**src/rtl/ais_pkg.sv**
```systemverilog
// Package: shared mode encoding and criterion constants for the
// alarm indication signal detector. Assumes one status per lane.
package ais_pkg;

    typedef enum logic [1:0] {
        AIS_E1_PAIR = 2'd0,   // two consecutive 512-bit blocks must agree
        AIS_E1_ONE  = 2'd1,   // one 512-bit block decides
        AIS_T1_LONG = 2'd2    // one 8192-bit block decides
    } ais_mode_e;

    // Decode the two select pins into a criterion.
    function automatic ais_mode_e ais_decode(input logic t1_sel, input logic one_sel);
        if (t1_sel)
            return AIS_T1_LONG;
        else if (one_sel)
            return AIS_E1_ONE;
        else
            return AIS_E1_PAIR;
    endfunction

endpackage

```
**src/rtl/ais_mode_track.sv**
```systemverilog
// Module: decodes the criterion selects and flags a restart when the
// decoded criterion differs from the one in force on the last cycle.
// Assumes selects are synchronous to clk.
module ais_mode_track
    import ais_pkg::*;
(
    input  logic      clk,
    input  logic      rst_n,
    input  logic      t1_sel,
    input  logic      one_sel,
    output ais_mode_e mode,
    output logic      restart
);

    ais_mode_e mode_now;
    ais_mode_e mode_q;

    // Combinational decode of the current selects.
    always_comb mode_now = ais_decode(t1_sel, one_sel);

    // Remember the criterion seen on the previous cycle.
    always_ff @(posedge clk) begin
        mode_q <= mode_now;
    end

    // A restart is any cycle whose decoded criterion differs from the last.
    always_comb begin
        mode    = mode_now;
        restart = rst_n && (mode_now != mode_q);
    end

endmodule

```
**src/rtl/ais_block_count.sv**
```systemverilog
// Module: splits accepted bits into non-overlapping blocks and counts
// zeros per block with a saturating counter. blk_end pulses on the
// cycle whose accepted bit completes a block; blk_low then says whether
// that block held fewer zeros than the threshold. Assumes restart and
// reset both clear the partial block.
module ais_block_count
    import ais_pkg::*;
#(
    parameter int SHORT_LEN = 512,
    parameter int LONG_LEN  = 8192,
    parameter int SHORT_THR = 3,
    parameter int LONG_THR  = 9
) (
    input  logic      clk,
    input  logic      rst_n,
    input  logic      restart,
    input  ais_mode_e mode,
    input  logic      bit_en,
    input  logic      bit_in,
    output logic      blk_end,
    output logic      blk_low
);

    localparam int MAX_LEN = (LONG_LEN > SHORT_LEN) ? LONG_LEN : SHORT_LEN;
    localparam int MAX_THR = (LONG_THR > SHORT_THR) ? LONG_THR : SHORT_THR;
    localparam int CW      = $clog2(MAX_LEN);
    localparam int ZW      = $clog2(MAX_THR + 1);
    localparam logic [CW-1:0] SHORT_LAST = CW'(SHORT_LEN - 1);
    localparam logic [CW-1:0] LONG_LAST  = CW'(LONG_LEN - 1);
    localparam logic [ZW-1:0] SHORT_Z    = ZW'(SHORT_THR);
    localparam logic [ZW-1:0] LONG_Z     = ZW'(LONG_THR);

    logic [CW-1:0] pos_q;
    logic [ZW-1:0] zeros_q;
    logic [CW-1:0] last_pos;
    logic [ZW-1:0] thr;
    logic [ZW-1:0] zeros_nx;
    logic          take;

    // Pick block length and zero threshold for the active criterion.
    always_comb begin
        if (mode == AIS_T1_LONG) begin
            last_pos = LONG_LAST;
            thr      = LONG_Z;
        end else begin
            last_pos = SHORT_LAST;
            thr      = SHORT_Z;
        end
    end

    // Saturating zero count including the bit offered this cycle.
    always_comb begin
        take     = bit_en && !restart;
        zeros_nx = zeros_q;
        if (take && !bit_in && (zeros_q < thr))
            zeros_nx = zeros_q + 1'b1;
        blk_end  = take && (pos_q == last_pos);
        blk_low  = (zeros_nx < thr);
    end

    // Advance the bit position and zero count; wrap at a block end.
    always_ff @(posedge clk) begin
        if (!rst_n || restart) begin
            pos_q   <= '0;
            zeros_q <= '0;
        end else if (blk_end) begin
            pos_q   <= '0;
            zeros_q <= '0;
        end else if (take) begin
            pos_q   <= pos_q + 1'b1;
            zeros_q <= zeros_nx;
        end
    end

    // zero count never passes the active threshold.
    p_zero_sat_r10: assert property (@(posedge clk) disable iff (!rst_n)
        !restart |-> (zeros_q <= thr));

    // the bit position stays inside the active block.
    p_pos_range_r8: assert property (@(posedge clk) disable iff (!rst_n)
        !restart |-> (pos_q <= last_pos));

    // with no bit offered the position and count freeze.
    p_idle_hold_r2: assert property (@(posedge clk) disable iff (!rst_n)
        (!bit_en && !restart) |=> ($stable(pos_q) && $stable(zeros_q)));

endmodule

```
**src/rtl/ais_status.sv**
```systemverilog
// Module: turns block results into the alarm status. In the paired rule
// it stores the previous block's result and moves only when both agree;
// otherwise each block decides alone. Assumes blk_end is a one-cycle pulse.
module ais_status
    import ais_pkg::*;
(
    input  logic      clk,
    input  logic      rst_n,
    input  logic      restart,
    input  ais_mode_e mode,
    input  logic      blk_end,
    input  logic      blk_low,
    output logic      ais
);

    logic ais_q;
    logic prev_valid;
    logic prev_low;
    logic ais_nx;

    // Decide the next status from the finished block.
    always_comb begin
        ais_nx = ais_q;
        if (blk_end) begin
            if (mode == AIS_E1_PAIR) begin
                if (prev_valid && prev_low && blk_low)
                    ais_nx = 1'b1;
                else if (prev_valid && !prev_low && !blk_low)
                    ais_nx = 1'b0;
            end else begin
                ais_nx = blk_low;
            end
        end
    end

    // Hold the status and the previous block's result.
    always_ff @(posedge clk) begin
        if (!rst_n || restart) begin
            ais_q      <= 1'b0;
            prev_valid <= 1'b0;
            prev_low   <= 1'b0;
        end else if (blk_end) begin
            ais_q      <= ais_nx;
            prev_valid <= 1'b1;
            prev_low   <= blk_low;
        end
    end

    assign ais = ais_q;

    // status moves only after a block end or a restart.
    p_change_at_end_r8: assert property (@(posedge clk) disable iff (!rst_n)
        !$stable(ais_q) |-> $past(blk_end || restart));

    // a restart forces the status low on the next cycle.
    p_restart_clears_r9: assert property (@(posedge clk) disable iff (!rst_n)
        restart |=> !ais_q);

    // a paired-rule rise needs a stored low-zero block.
    p_pair_rise_r3: assert property (@(posedge clk) disable iff (!rst_n)
        (blk_end && !restart && mode == AIS_E1_PAIR && !ais_q && blk_low) |=>
        (ais_q == $past(prev_valid && prev_low)));

endmodule

```
**src/rtl/ais_detector.sv**
```systemverilog
// Module: top of the alarm indication signal detector. Ties the mode
// tracker, block counter and status stage together. Assumes all inputs
// are synchronous to clk.
module ais_detector
    import ais_pkg::*;
#(
    parameter int SHORT_LEN = 512,
    parameter int LONG_LEN  = 8192,
    parameter int SHORT_THR = 3,
    parameter int LONG_THR  = 9
) (
    input  logic clk,
    input  logic rst_n,
    input  logic bit_en,
    input  logic bit_in,
    input  logic t1_mode,
    input  logic e1_single,
    output logic ais_out
);

    ais_mode_e mode;
    logic      restart;
    logic      blk_end;
    logic      blk_low;

    ais_mode_track u_mode (
        .clk     (clk),
        .rst_n   (rst_n),
        .t1_sel  (t1_mode),
        .one_sel (e1_single),
        .mode    (mode),
        .restart (restart)
    );

    ais_block_count #(
        .SHORT_LEN (SHORT_LEN),
        .LONG_LEN  (LONG_LEN),
        .SHORT_THR (SHORT_THR),
        .LONG_THR  (LONG_THR)
    ) u_count (
        .clk     (clk),
        .rst_n   (rst_n),
        .restart (restart),
        .mode    (mode),
        .bit_en  (bit_en),
        .bit_in  (bit_in),
        .blk_end (blk_end),
        .blk_low (blk_low)
    );

    ais_status u_status (
        .clk     (clk),
        .rst_n   (rst_n),
        .restart (restart),
        .mode    (mode),
        .blk_end (blk_end),
        .blk_low (blk_low),
        .ais     (ais_out)
    );

    // status is low on the cycle after a reset.
    p_reset_low_r1: assert property (@(posedge clk)
        !rst_n |=> !ais_out);

endmodule

```
**config.mk**
```make
export PLATFORM = sky130hd
export DESIGN_NAME = ais_detector
export DESIGN_NICKNAME = d
export VERILOG_FILES = /design/src/rtl/ais_pkg.sv /design/src/rtl/ais_mode_track.sv /design/src/rtl/ais_block_count.sv /design/src/rtl/ais_status.sv /design/src/rtl/ais_detector.sv
export SDC_FILE = /design/constraint.sdc
export NUM_CORES = 1
export LEC_CHECK = 0
export ABC_AREA = 1
export BUFFER_PORTS_ARGS = -buffer_cell sky130_fd_sc_hd__buf_2
export CORE_ASPECT_RATIO = 0.75
export CORE_MARGIN = 4
export CORE_UTILIZATION = 54
export CTS_CLUSTER_SIZE = 16
export DETAILED_ROUTE_END_ITERATION = 16
export PLACE_DENSITY = 0.72
export SETUP_SLACK_MARGIN = 0.05
export SLEW_MARGIN = 20
export SYNTH_ARGS = -nofsm -noshare
export SYNTH_HDL_FRONTEND = slang
export SYNTH_HIERARCHICAL = 1
export SYNTH_SLANG_ARGS = --single-unit
```
**constraint.sdc**
```tcl
create_clock -name clk -period 4 [get_ports clk]
set_input_delay 0.8 -clock clk [delete_from_list [all_inputs] [get_ports clk]]
set_output_delay 0.8 -clock clk [all_outputs]
set_load 0.02 [all_outputs]
```
==> metrics.md <==
| Metric | Value |
|---|---|
| Most common cell after layout, fill and taps aside | nand2_1 |
| Hold buffers post-CTS | 0 |
| Net Count, Synth | 178 |
| Post-CTS setup buffers | 0 |
| CP Capture Type | flop |
| Remaining Overflow, GRT | 0 |
| Clock buffer count from CTS | 3 |
| CTS H-tree depth | 1 |
| Antenna viol nets, final | 0 |
| Mapped Area | 1210 sq um |
| Largest net degree at the start of global routing | 17 |
| Initial DRC count | 113 |
| PortBufs | 6 |
| Required @ worst endpoint | 4.21 ns |
| First-pass GRT wire length | 3.78 mm |
| Fin crit share | 63.7% |
| Worst-Margin Slew | 0.324 ns |
| Setup TNS Final | 0 ns |
| Diodes inserted | 0 |
| Number of I/O pins | 7 |
| Sequential Area | 440 sq um |
| Average size of a mapped cell | 7.18 sq um |
| Clock sink count | 22 |
| Distinct cell type count after synthesis | 31 |
| Clock skew | 0.00610 ns |
| Gp weighted congestion | 0.904 |
| Post-DR wirelength/cell | 10.4 microns |
| Detailed placer's ending HPWL | 1.63 mm |
| CTS tree | yes |
| Chip width | 62.7 microns |
| Syn Inst Count | 169 |
| Overall Global Routing Usage | 15.2% |
| Area of the multi-input gates | 644 sq um |
| Die area | 3080 sq um |
| Max frequency | 392 MHz |
| Post_cts resized | 0 |
| RSZ-0062 raised after global routing | no |
| Clk slew on worst S/H paths | 0.12 ns |
| Crit path kind | input pin to flop |
| Max-slew headroom | 78.3% |
| # DRC | 0 |
| Synthesis Warnings | 6 |
| Lkg Pwr | 0.588 nW |
| Drt total wl | 2.08 mm |
| CP arrival | 2.76 ns |
| Vias/cell | 4.92 |
| Fin util | 62.5% |
| Endpoints failing setup | 0 |
| Sequential cell area fraction in the yosys report | 36.3% |
| Power per standard cell area | 302 nW/um^2 |
| Final Slew Violations | 0 |
| Layout cells sized above 1 | 17.5% |
| Core ar. | 2070 sq um |
| Crit path launch type | input pin |
| Final #Nets | 187 |
| Pre-antenna DRT Iters | 4 |
| Setup ws final | 1.45 ns |
| Final Hold Fails | 0 |
| Clk buf depth | 2 |
| Worst Hold Class | flop to flop |
| Max-Cap Viols | 0 |
| CTS root buffer | clkbuf_4 |
| Most frequent cells in the layout | nand2_1 (42), inv_1 (25), dfxtp_1 (22), nor2_1 (16), nand3_1 (9) |
| VDD IR max | 0.260 mV |
| Synth Register Bits | 22 |
| Chip height | 49.1 microns |
| Status | complete, no violations |
| Routed via count | 988 |
| Tmin final | 2.55 ns |
| Layout area overhead | 6.39% |
| Clock insertion delay at the later pin of the skew report | 0.31 ns |
| Site Rows | 14 |
| # fillers | 209 |
| Dpl ws | 1.13 ns |
| Vias in the first global route | 911 |
| Crit Path Max Fanout | 5 |
| Initial antenna violation count | 0 |
| Initial core utilization | 58.7% |
path summary, 6_finish.rpt:
| check | start | end | slack [ns] | depth (start not counted) |
|---|---|---|---|---|
| max | t1_mode | u_status/ais | 1.45 | 19 |
| min reg2reg | u_status/ais | u_status/ais | 0.48 | 2 |
| max reg2reg | u_mode/mode_q[1] | u_status/ais | 1.98 | 16 |
| min | u_status/ais | u_status/ais | 0.48 | 2 |
per-layer routing:
| metal | part of all wire (%) | GRT usage (%) | vias up | wire, microns |
|---|---|---|---|---|
| met3 | 3.6 | 4.84 | 2 | 74 |
| met1 | 52 | 19.4 | 436 | 1080 |
| met2 | 44 | 24.8 | 11 | 918 |
| met5 | 0 | 0 | - | 0 |
| li1 | - | - | 539 | - |
| met4 | 0.62 | 4.03 | 0 | 13 |
power by group:
group          total, mW  switching (mW)  internal, mW
clock              0.122          0.0670        0.0555
sequential         0.226         0.00323         0.223
combinational     0.0421          0.0277        0.0144
total              0.390          0.0979         0.292
kinds of logic (layout without fill, tap and decap cells):
family | count (synthesis) | count (layout) | synth area share (%)
AND/OR/NAND/NOR | 93 | 93 | 38.2
adder cells (fa/ha/maj) | 3 | 3 | 3.09
flip-flops | 22 | 22 | 36.3
buffers and inverters | 31 | 39 | 10.6
XOR/XNOR | 7 | 7 | 5.05
AO/OA/AOI/OAI | 13 | 13 | 6.70
state kept, by name (all words and copies together) (netlist names):
signal / count
u_status/prev_valid: 1
u_count/zeros_q: 4
u_status/prev_low: 1
u_count/pos_q: 13
u_mode/mode_q: 2
u_status/ais: 1
critical path, stage by stage:
cell     delay (ns)
buf_2          0.14
inv_2          0.05
nand2_2        0.05
inv_1          0.07
nor2_2         0.17
inv_1          0.09
ha_1           0.20
nor3_2         0.24
nand2_1        0.15
nand2_1        0.10
nand2_1        0.08
nand3_1        0.10
nand2_1        0.05
nand2_1        0.05
nand2_1        0.09
nor2_2         0.14
nand2_1        0.06
nand2_1        0.06
a21oi_2        0.05
cells in the mapped netlist (all sizes together):
cell / number / area (sq um)
buf: 2 / 18.8
o31ai: 1 / 7.51
xor2: 5 / 43.8
nor3: 6 / 46.3
nor3b: 4 / 30.0
nand4: 2 / 12.5
ha: 3 / 37.5
a21oi: 8 / 47.6
nand3b: 1 / 7.51
o21ai: 3 / 18.8
inv: 28 / 105
a211oi: 1 / 7.51
nor2: 21 / 101
nand2: 47 / 199
or2: 2 / 12.5
dfxtp: 22 / 440
nand3: 10 / 55.1
xnor2: 2 / 17.5
clkinv: 1 / 5.00
layout make-up:
cell class	count	share of cell area [%]
tap	24	2.33
sequential	22	34.1
timing repair buffer	6	2.33
multi-input combinational	116	49.9
clock buffer	4	2.81
inverter	29	8.53
per-stage QoR:
stage,power [mW],hold WS [ns],std cells,cell area (sq um)
after floorplan,0.264,0.446,169,1210
final,0.390,0.476,201,1290
after global placement,0.272,0.457,197,1250
after global routing,0.414,0.507,201,1290
after detailed placement,0.273,0.460,197,1250
after CTS,0.395,0.482,201,1290
Power figures use the tool's default switching activity.
